<file path="src/rtl/serdma_pkg.sv">
package serdma_pkg;
   localparam int PA_W  = 32;
   localparam int N_REG = 4;

   localparam logic [1:0] IDX_CTRL = 2'd0;
   localparam logic [1:0] IDX_FLAG = 2'd1;
   localparam logic [1:0] IDX_TXP  = 2'd2;
   localparam logic [1:0] IDX_RXP  = 2'd3;

   typedef enum logic [2:0] {
      SQ_IDLE, SQ_TX_REQ, SQ_TX_WAIT, SQ_RX_REQ, SQ_RX_WAIT
   } seq_state_t;

   // rotated pointer register -> physical address
   function automatic logic [PA_W-1:0] ptr_to_addr(input logic [PA_W-1:0] r);
      return {r[2:0], r[PA_W-1:3]};
   endfunction

   // physical address -> rotated pointer register
   function automatic logic [PA_W-1:0] addr_to_ptr(input logic [PA_W-1:0] a);
      return {a[28:2], 2'b00, a[31:29]};
   endfunction
endpackage

</file>
<file path="src/rtl/serdma_regdec.sv">
module serdma_regdec #(
   parameter int OFF_W     = 8,
   parameter int SLOT_BASE = 'h40,
   parameter int N_REGS    = 4,
   localparam int IDX_W    = $clog2(N_REGS)
) (
   input  logic             bus_wr,
   input  logic [OFF_W-1:0] bus_addr,
   output logic             hit,
   output logic [IDX_W-1:0] idx,
   output logic [N_REGS-1:0] wr_strb
);
   localparam logic [OFF_W-1:0] BASE_V = OFF_W'(SLOT_BASE);
   localparam logic [OFF_W-5:0] NREG_V = (OFF_W-4)'(N_REGS);

   logic [OFF_W-1:0] rel;
   logic [OFF_W-5:0] slot;
   logic [3:0]       unused_low;

   assign rel        = bus_addr - BASE_V;
   assign slot       = rel[OFF_W-1:4];
   assign unused_low = rel[3:0];
   assign hit        = (bus_addr >= BASE_V) && (slot < NREG_V);
   assign idx        = slot[IDX_W-1:0];

   for (genvar g = 0; g < N_REGS; g++) begin : g_strb
      assign wr_strb[g] = bus_wr && hit && (idx == IDX_W'(g));
   end

   initial begin
      base_align_chk : assert (SLOT_BASE % 16 == 0)
         else $error("SLOT_BASE must sit on a 16-byte boundary");
      width_chk : assert (OFF_W >= IDX_W + 5)
         else $error("OFF_W too narrow for the register window");
   end
endmodule

</file>
<file path="src/rtl/serdma_chan_calc.sv">
module serdma_chan_calc
   import serdma_pkg::*;
#(
   parameter int PAGE_SHIFT = 12,
   parameter int IS_TX      = 1,
   localparam int CNT_W     = PAGE_SHIFT + 1
) (
   input  logic [PA_W-1:0]  ptr_reg,
   input  logic [CNT_W-1:0] count,
   output logic [PA_W-1:0]  addr,
   output logic [CNT_W-1:0] len,
   output logic             launch_ok,
   output logic [PA_W-1:0]  next_ptr,
   output logic             half_cross,
   output logic             do_update
);
   localparam logic [CNT_W-1:0] PAGE_BYTES = {1'b1, {PAGE_SHIFT{1'b0}}};

   logic [PA_W-1:0]  nxt_addr;
   logic [CNT_W-1:0] page_off;

   assign addr     = ptr_to_addr(ptr_reg);
   assign page_off = {1'b0, addr[PAGE_SHIFT-1:2], 2'b00};
   assign len      = PAGE_BYTES - page_off;
   assign next_ptr = addr_to_ptr(nxt_addr);

   if (IS_TX != 0) begin : g_tx
      logic unused_cnt;
      assign unused_cnt = ^count;
      assign launch_ok  = |addr[PAGE_SHIFT-1:0];
      assign nxt_addr   = {addr[PA_W-1:PAGE_SHIFT]
                           + {{(PA_W-PAGE_SHIFT-1){1'b0}}, 1'b1},
                           {PAGE_SHIFT{1'b0}}};
      assign half_cross = 1'b0;
      assign do_update  = 1'b1;
   end else begin : g_rx
      assign launch_ok  = 1'b1;
      assign nxt_addr   = addr + {{(PA_W-CNT_W){1'b0}}, count};
      assign half_cross = addr[PAGE_SHIFT-1] ^ nxt_addr[PAGE_SHIFT-1];
      assign do_update  = |count;
   end
endmodule

</file>
<file path="src/rtl/serdma_seq.sv">
module serdma_seq
   import serdma_pkg::*;
#(
   parameter int PAGE_SHIFT = 12,
   localparam int CNT_W     = PAGE_SHIFT + 1
) (
   input  logic             clk,
   input  logic             rst_n,
   input  logic             ctrl_wr,
   input  logic             ctrl_tx,
   input  logic             ctrl_rx,
   input  logic             tx_ok,
   input  logic [PA_W-1:0]  tx_addr,
   input  logic [CNT_W-1:0] tx_len,
   input  logic [PA_W-1:0]  rx_addr,
   input  logic [CNT_W-1:0] rx_len,
   input  logic             req_ready,
   input  logic             done,
   output logic             req_valid,
   output logic [PA_W-1:0]  req_addr,
   output logic [CNT_W-1:0] req_len,
   output logic             req_dir,
   output logic             busy,
   output logic             tx_done,
   output logic             rx_done
);
   localparam logic [CNT_W-1:0] PAGE_BYTES = {1'b1, {PAGE_SHIFT{1'b0}}};

   seq_state_t state;
   logic       rx_pend;

   assign req_valid = (state == SQ_TX_REQ) || (state == SQ_RX_REQ);
   assign busy      = (state != SQ_IDLE);
   assign tx_done   = (state == SQ_TX_WAIT) && done;
   assign rx_done   = (state == SQ_RX_WAIT) && done;

   always_ff @(posedge clk) begin
      if (!rst_n) begin
         state    <= SQ_IDLE;
         rx_pend  <= 1'b0;
         req_addr <= '0;
         req_len  <= '0;
         req_dir  <= 1'b0;
      end else begin
         case (state)
            SQ_IDLE: begin
               if (ctrl_wr) begin
                  if (ctrl_tx && tx_ok) begin
                     state    <= SQ_TX_REQ;
                     rx_pend  <= ctrl_rx;
                     req_addr <= tx_addr;
                     req_len  <= tx_len;
                     req_dir  <= 1'b1;
                  end else if (ctrl_rx) begin
                     state    <= SQ_RX_REQ;
                     rx_pend  <= 1'b0;
                     req_addr <= rx_addr;
                     req_len  <= rx_len;
                     req_dir  <= 1'b0;
                  end
               end
            end
            SQ_TX_REQ:  if (req_ready) state <= SQ_TX_WAIT;
            SQ_TX_WAIT: begin
               if (done) begin
                  if (rx_pend) begin
                     state    <= SQ_RX_REQ;
                     req_addr <= rx_addr;
                     req_len  <= rx_len;
                     req_dir  <= 1'b0;
                  end else begin
                     state <= SQ_IDLE;
                  end
                  rx_pend <= 1'b0;
               end
            end
            SQ_RX_REQ:  if (req_ready) state <= SQ_RX_WAIT;
            SQ_RX_WAIT: if (done) state <= SQ_IDLE;
            default:    state <= SQ_IDLE;
         endcase
      end
   end


   page_bound_chk : assert property (@(posedge clk) disable iff (!rst_n)
      req_valid |-> ({1'b0, req_addr[PAGE_SHIFT-1:2], 2'b00} + req_len) == PAGE_BYTES);


   req_hold_chk : assert property (@(posedge clk) disable iff (!rst_n)
      (req_valid && !req_ready) |=> (req_valid && $stable(req_addr)
                                     && $stable(req_len) && $stable(req_dir)));


   rx_follows_tx_chk : assert property (@(posedge clk) disable iff (!rst_n)
      (tx_done && rx_pend) |=> (req_valid && !req_dir));
endmodule

</file>
<file path="src/rtl/serdma_ptr_engine.sv">
module serdma_ptr_engine
   import serdma_pkg::*;
#(
   parameter int OFF_W      = 8,
   parameter int SLOT_BASE  = 'h40,
   parameter int PAGE_SHIFT = 12,
   localparam int CNT_W     = PAGE_SHIFT + 1
) (
   input  logic             clk,
   input  logic             rst_n,
   input  logic             bus_wr,
   input  logic [OFF_W-1:0] bus_addr,
   input  logic [31:0]      bus_wdata,
   output logic [31:0]      bus_rdata,
   output logic             req_valid,
   input  logic             req_ready,
   output logic [31:0]      req_addr,
   output logic [CNT_W-1:0] req_len,
   output logic             req_dir,
   input  logic             done,
   input  logic [CNT_W-1:0] done_count
);
   localparam int IDX_W = $clog2(N_REG);

   logic [1:0]       ctrl_q, ctrl_d;
   logic [1:0]       flag_q, flag_d;
   logic [PA_W-1:0]  ptr_q [2];
   logic [PA_W-1:0]  ptr_d [2];

   logic             hit;
   logic [IDX_W-1:0] idx;
   logic [N_REG-1:0] wr_strb;

   logic [PA_W-1:0]  ch_addr [2];
   logic [CNT_W-1:0] ch_len  [2];
   logic             ch_ok   [2];
   logic [PA_W-1:0]  ch_next [2];
   logic             ch_half [2];
   logic             ch_upd  [2];

   logic busy, tx_done, rx_done, ctrl_wr_ok;
   logic unused_tx;

   initial begin
      page_range_chk : assert (PAGE_SHIFT >= 4 && PAGE_SHIFT <= 20)
         else $error("PAGE_SHIFT out of range");
   end

   serdma_regdec #(.OFF_W(OFF_W), .SLOT_BASE(SLOT_BASE), .N_REGS(N_REG)) u_dec (
      .bus_wr  (bus_wr),
      .bus_addr(bus_addr),
      .hit     (hit),
      .idx     (idx),
      .wr_strb (wr_strb)
   );

   for (genvar c = 0; c < 2; c++) begin : g_chan
      serdma_chan_calc #(.PAGE_SHIFT(PAGE_SHIFT), .IS_TX((c == 0) ? 1 : 0)) u_calc (
         .ptr_reg   (ptr_q[c]),
         .count     (done_count),
         .addr      (ch_addr[c]),
         .len       (ch_len[c]),
         .launch_ok (ch_ok[c]),
         .next_ptr  (ch_next[c]),
         .half_cross(ch_half[c]),
         .do_update (ch_upd[c])
      );
   end

   assign unused_tx  = ch_half[0] ^ ch_upd[0] ^ ch_ok[1];
   assign ctrl_wr_ok = wr_strb[IDX_CTRL] && !busy;

   serdma_seq #(.PAGE_SHIFT(PAGE_SHIFT)) u_seq (
      .clk      (clk),
      .rst_n    (rst_n),
      .ctrl_wr  (ctrl_wr_ok),
      .ctrl_tx  (bus_wdata[0]),
      .ctrl_rx  (bus_wdata[1]),
      .tx_ok    (ch_ok[0]),
      .tx_addr  (ch_addr[0]),
      .tx_len   (ch_len[0]),
      .rx_addr  (ch_addr[1]),
      .rx_len   (ch_len[1]),
      .req_ready(req_ready),
      .done     (done),
      .req_valid(req_valid),
      .req_addr (req_addr),
      .req_len  (req_len),
      .req_dir  (req_dir),
      .busy     (busy),
      .tx_done  (tx_done),
      .rx_done  (rx_done)
   );

   always_comb begin
      ctrl_d   = ctrl_q;
      flag_d   = flag_q;
      ptr_d[0] = ptr_q[0];
      ptr_d[1] = ptr_q[1];
      if (wr_strb[IDX_FLAG]) flag_d = flag_q & ~bus_wdata[1:0];
      if (wr_strb[IDX_TXP])  ptr_d[0] = bus_wdata;
      if (wr_strb[IDX_RXP])  ptr_d[1] = bus_wdata;
      if (ctrl_wr_ok) begin
         ctrl_d    = bus_wdata[1:0];
         flag_d[0] = 1'b0;
      end
      if (tx_done) begin
         ctrl_d[0] = 1'b0;
         flag_d[0] = 1'b1;
         ptr_d[0]  = ch_next[0];
      end
      if (rx_done && ch_upd[1]) begin
         ptr_d[1] = ch_next[1];
         if (ch_half[1]) flag_d[1] = 1'b1;
      end
   end

   always_ff @(posedge clk) begin
      if (!rst_n) begin
         ctrl_q   <= '0;
         flag_q   <= '0;
         ptr_q[0] <= '0;
         ptr_q[1] <= '0;
      end else begin
         ctrl_q   <= ctrl_d;
         flag_q   <= flag_d;
         ptr_q[0] <= ptr_d[0];
         ptr_q[1] <= ptr_d[1];
      end
   end

   always_comb begin
      bus_rdata = '0;
      if (hit) begin
         case (idx)
            IDX_CTRL: bus_rdata = {30'd0, ctrl_q};
            IDX_FLAG: bus_rdata = {30'd0, flag_q};
            IDX_TXP:  bus_rdata = ptr_q[0];
            default:  bus_rdata = ptr_q[1];
         endcase
      end
   end


   tx_finish_chk : assert property (@(posedge clk) disable iff (!rst_n)
      tx_done |=> (!ctrl_q[0] && flag_q[0]));


   rx_zero_chk : assert property (@(posedge clk) disable iff (!rst_n)
      (rx_done && done_count == '0 && !bus_wr) |=> ($stable(ptr_q[1]) && $stable(flag_q)));


   busy_ignore_chk : assert property (@(posedge clk) disable iff (!rst_n)
      (wr_strb[IDX_CTRL] && busy && !tx_done) |=> $stable(ctrl_q));


   rx_keep_en_chk : assert property (@(posedge clk) disable iff (!rst_n)
      (rx_done && !bus_wr) |=> $stable(ctrl_q));
endmodule

</file>
<file path="config.mk">
export PLATFORM = sky130hd
export DESIGN_NAME = serdma_ptr_engine
export DESIGN_NICKNAME = d
export VERILOG_FILES = /design/src/rtl/serdma_pkg.sv /design/src/rtl/serdma_regdec.sv /design/src/rtl/serdma_chan_calc.sv /design/src/rtl/serdma_seq.sv /design/src/rtl/serdma_ptr_engine.sv
export SDC_FILE = /design/constraint.sdc
export NUM_CORES = 1
export LEC_CHECK = 0
export ABC_AREA = 1
export ABC_CLOCK_PERIOD_IN_PS = 4100
export BUFFER_PORTS_ARGS = -buffer_cell sky130_fd_sc_hd__buf_2
export CORE_UTILIZATION = 50
export CTS_CLUSTER_SIZE = 25
export DETAILED_ROUTE_END_ITERATION = 10
export PLACE_DENSITY = 0.83
export SETUP_SLACK_MARGIN = 0.1
export SLEW_MARGIN = 30
export SYNTH_ARGS = -nofsm -noshare
export SYNTH_HDL_FRONTEND = slang
export SYNTH_SLANG_ARGS = --single-unit
export TNS_END_PERCENT = 5
</file>
<file path="constraint.sdc">
create_clock -name clk -period 4.1 [get_ports clk]
set_input_delay 0.205 -clock clk [delete_from_list [all_inputs] [get_ports clk]]
set_output_delay 0.205 -clock clk [all_outputs]
set_load 0.05 [all_outputs]
</file>
==> load_flow_metrics.sql <==
INSERT INTO impl_metrics (metric_group, metric, value, unit) VALUES
('clocking', 'cts-resized-gates', '0', ''),
('place', 'dp_hpwl', '18500', 'um'),
('logic_synthesis', 'top_flip_flop_cell_by_instance_count_after_synthesis', 'sky130_fd_sc_hd__dfxtp_1', ''),
('sta', 'worst_slew_pin_slew', '1.02', 'ns'),
('logic_synthesis', 'top_post_synthesis_cells_by_count', 'sky130_fd_sc_hd__nand2_1, sky130_fd_sc_hd__nor2_1, sky130_fd_sc_hd__inv_1', ''),
('clocking', 'cts_max_path_buffers', '2', ''),
('sta', 'clock_skew', '0.00932', 'ns'),
('route', 'first_iter_violations', '1110', ''),
('floorplan', 'initial_utilization', '52.0', '%'),
('sta', 'hold_violations', '0', ''),
('place', 'place.gp.congestion', '0.969', ''),
('critical_path', 'cp_data_arrival_time', '2.88', 'ns'),
('power_and_ir_drop', 'power_switching', '2520', 'uW'),
('critical_path', 'reg2reg_depth', '9', ''),
('cells_and_area', 'fin_nets', '1418', ''),
('logic_synthesis', 'postSynthCellCount', '1244', ''),
('route', 'wl_per_cell', '16.3', 'um'),
('cells_and_area', 'nFillCells', '1404', ''),
('logic_synthesis', 'synth.cell_area', '7670', 'um^2'),
('critical_path', 'setup.worst_path.start_class', 'flop', ''),
('cells_and_area', 'num_antenna_cells', '0', ''),
('clocking', 'clkSlewWorstSetupHoldPaths', '0.05', 'ns'),
('power_and_ir_drop', 'totalPowerFinal', '5460', 'uW'),
('critical_path', 'timing_worst_setup_path_type', 'flop to flop', ''),
('power_and_ir_drop', 'flop_pwr_share', '28.2', '%'),
('global_route', 'antenna_violations_before_repair', '0', ''),
('route', 'post_drt_via_cell_ratio', '5.70', ''),
('logic_synthesis', 'synth-seq-cells', '115', ''),
('cells_and_area', 'post_route_cells_drive_above_1_share', '14.5', '%'),
('clocking', 'root_buffer', 'sky130_fd_sc_hd__clkbuf_16', ''),
('route', 'dr_total_vias', '8783', ''),
('sta', 'max-slew-margin-rel', '31.9', '%'),
('place', 'preCtsSetupSlack', '1.63', 'ns'),
('global_route', 'grt_pass1_vias', '7564', ''),
('logic_synthesis', 'yosysUniqueCellTypes', '47', ''),
('route', 'drt_drc_violations_left', '0', ''),
('floorplan', 'fp.coreArea', '14800', 'um^2'),
('critical_path', 'critical_path.endpoint_type', 'flop', ''),
('status', 'outcome', 'completed', ''),
('cells_and_area', 'areaGrowthSynthToFinish', '16.4', '%'),
('clocking', 'post_cts.repair.setup_buffers', '0', ''),
('logic_synthesis', 'synth_enable_flop_cells', '0', ''),
('job', 'max-cap-violations', '0', ''),
('clocking', 'cts-htree-levels', '4', ''),
('route', 'final_antenna_net_count', '0', ''),
('critical_path', 'rr_startpoint', 'u_seq.state[2]', ''),
('logic_synthesis', 'synth_most_common_cell', 'sky130_fd_sc_hd__nand2_1', ''),
('sta', 'finalCriticalPeriod', '2.55', 'ns'),
('logic_synthesis', 'ys_warn_count', '0', ''),
('logic_synthesis', 'sequential_to_total_area_share_from_yosys_stat', '30.0', '%'),
('clocking', 'cts_hold_repair.buffers', '0', ''),
('floorplan', 'die-area', '15800', 'um^2'),
('place', 'portBuffers', '130', ''),
('clocking', 'clock_tree_from_tritoncts', 'built', ''),
('sta', 'setup-tns-final', '0', 'ns'),
('clocking', 'cts_sinks', '115', ''),
('clocking', 'cts_bufs_inserted', '17', ''),
('sta', 'maxClockFrequency', '0.392', 'GHz'),
('floorplan', 'die_height', '126', 'um'),
('sta', 'slew_violations', '0', ''),
('worst_hold_path', 'worstHoldPathType', 'primary input to flop', ''),
('route', 'drt_first_pass_iters', '7', ''),
('cells_and_area', 'register_area', '2300', 'um^2'),
('critical_path', 'setup.reg_to_reg.worst_slack', '1.55', 'ns'),
('cells_and_area', 'multiInputGateArea', '4580', 'um^2'),
('critical_path', 'rr_endpoint', 'ptr_q[0][58]', ''),
('critical_path', 'path_max_fanout', '27', ''),
('logic_synthesis', 'yosysTopAreaCell', 'sky130_fd_sc_hd__dfxtp_1', ''),
('global_route', 'grt_pass1_wl', '39200', 'um'),
('sta', 'unrepaired_setup_endpoints_after_global_routing', 'no', ''),
('route', 'postRouteWirelength', '25100', 'um');
routing by layer:
| metal | up-vias | share of wire (%) | GRT usage, % |
|---|---|---|---|
| li1 | 4268 | - | - |
| met5 | - | 0 | 0 |
| met3 | 75 | 9.1 | 4.55 |
| met2 | 462 | 44 | 49.2 |
| met1 | 3978 | 43 | 42.3 |
| met4 | 0 | 4.3 | 16.7 |
kinds of logic (layout without fill, tap and decap cells):
logic type,count (synthesis),in the layout,synth area share [%]
DFF,115,115,30.0
buffers and inverters,198,311,10.5
other,1,2,0.0489
muxes,2,2,0.261
xor gates and xnor gates,33,33,3.77
AOI/OAI and AO/OA,263,263,19.2
and+or+nand+nor,617,617,33.8
adders and majority gates,15,15,2.45
power by group through the flow:
stage,Combinational [uW],Sequential (uW),Clock [uW]
floorplan,1280,2120,0
global placement,2350,1550,0
detailed placement,2380,1560,0
CTS,2400,1540,1490
global route,2620,1570,1540
finish,2430,1540,1490
area by class of cell:
cell class	count	share of cell area (%)
Multi-Input combinational cell	932	51.2
Inverter	143	6.04
Clock inverter	10	1.18
Clock buffer	22	5.42
Tap cell	184	2.58
Timing Repair Buffer	136	7.79
Sequential cell	115	25.8
through the flow:
step | hold WS (ns) | std cells | instance area (um^2) | util, %
after global routing | 0.0602 | 1542 | 8930 | 60.5
after global placement | 0.459 | 1510 | 8340 | 56.5
after detailed placement | 0.466 | 1510 | 8340 | 56.5
after floorplan | 0.346 | 1245 | 7680 | -
final | 0.0389 | 1542 | 8930 | 60.5
after CTS | 0.0374 | 1542 | 8930 | 60.5
how the worst min path moves through the flow:
stage               cells after the start  slack [ns]                to             start
finish                                  3        0.04     u_seq.rx_pend      bus_wdata[1]
global route                            3        0.06     u_seq.rx_pend      bus_wdata[1]
CTS                                     3        0.04     u_seq.rx_pend      bus_wdata[1]
detailed placement                      2        0.47  u_seq.req_len[3]  u_seq.req_len[3]
global placement                        2        0.46  u_seq.req_len[8]  u_seq.req_len[8]
floorplan                               2        0.35     u_seq.rx_pend      bus_wdata[1]
sequential cells by signal (all words and copies together), names as in the netlist:
| register | flops |
|---|---|
| u_seq.req_len | 10 |
| u_seq.state | 3 |
| ctrl_q | 2 |
| u_seq.req_addr | 32 |
| ptr_q | 64 |
| flag_q | 2 |
| u_seq.rx_pend | 1 |
| u_seq.req_dir | 1 |
critical path, cell delays in order (launching register included):
cell                      delay [ns]
sky130_fd_sc_hd__dfxtp_1        0.42
sky130_fd_sc_hd__nand3_1        0.14
sky130_fd_sc_hd__nor2_1         0.26
sky130_fd_sc_hd__nand2_2        0.29
sky130_fd_sc_hd__inv_1          0.69
sky130_fd_sc_hd__nand2_1        0.24
sky130_fd_sc_hd__o21ai_0        0.20
sky130_fd_sc_hd__nand3_1        0.08
sky130_fd_sc_hd__nand2_1        0.08
sky130_fd_sc_hd__inv_1          0.04
cell usage in the layout (no fill, tap or decap), types with 2 or more instances in the layout:
master | Yosys | routed
sky130_fd_sc_hd__buf_2 | 21 | 130
sky130_fd_sc_hd__a22oi_1 | 7 | 7
sky130_fd_sc_hd__nand2_2 | 5 | 5
sky130_fd_sc_hd__nor2_4 | 2 | 2
sky130_fd_sc_hd__dfxtp_1 | 115 | 115
sky130_fd_sc_hd__inv_2 | 9 | 10
sky130_fd_sc_hd__clkinv_2 | 0 | 6
sky130_fd_sc_hd__o21ai_0 | 93 | 93
sky130_fd_sc_hd__buf_4 | 5 | 6
sky130_fd_sc_hd__or2_2 | 2 | 2
sky130_fd_sc_hd__inv_1 | 133 | 131
sky130_fd_sc_hd__o211ai_1 | 6 | 6
sky130_fd_sc_hd__conb_1 | 1 | 2
sky130_fd_sc_hd__nand3b_1 | 6 | 6
sky130_fd_sc_hd__nor3_1 | 22 | 22
sky130_fd_sc_hd__clkbuf_16 | 0 | 17
sky130_fd_sc_hd__nor2_2 | 4 | 4
sky130_fd_sc_hd__nand4_1 | 13 | 13
sky130_fd_sc_hd__clkinvlp_4 | 0 | 2
sky130_fd_sc_hd__o22ai_1 | 6 | 6
sky130_fd_sc_hd__and2_1 | 2 | 2
sky130_fd_sc_hd__clkbuf_8 | 0 | 4
sky130_fd_sc_hd__nand2_1 | 319 | 319
sky130_fd_sc_hd__ha_1 | 15 | 15
sky130_fd_sc_hd__xnor2_1 | 3 | 3
sky130_fd_sc_hd__and3_1 | 2 | 2
sky130_fd_sc_hd__xor2_1 | 30 | 30
sky130_fd_sc_hd__o21ai_1 | 6 | 6
sky130_fd_sc_hd__bufinv_16 | 0 | 2
sky130_fd_sc_hd__a21oi_1 | 95 | 95
sky130_fd_sc_hd__nand3_1 | 69 | 68
sky130_fd_sc_hd__mux2i_1 | 2 | 2
sky130_fd_sc_hd__nand2_4 | 3 | 3
sky130_fd_sc_hd__nor2_1 | 163 | 163
sky130_fd_sc_hd__a211oi_1 | 30 | 30
sky130_fd_sc_hd__a31oi_1 | 13 | 13
(Power assumes the default switching activity.)
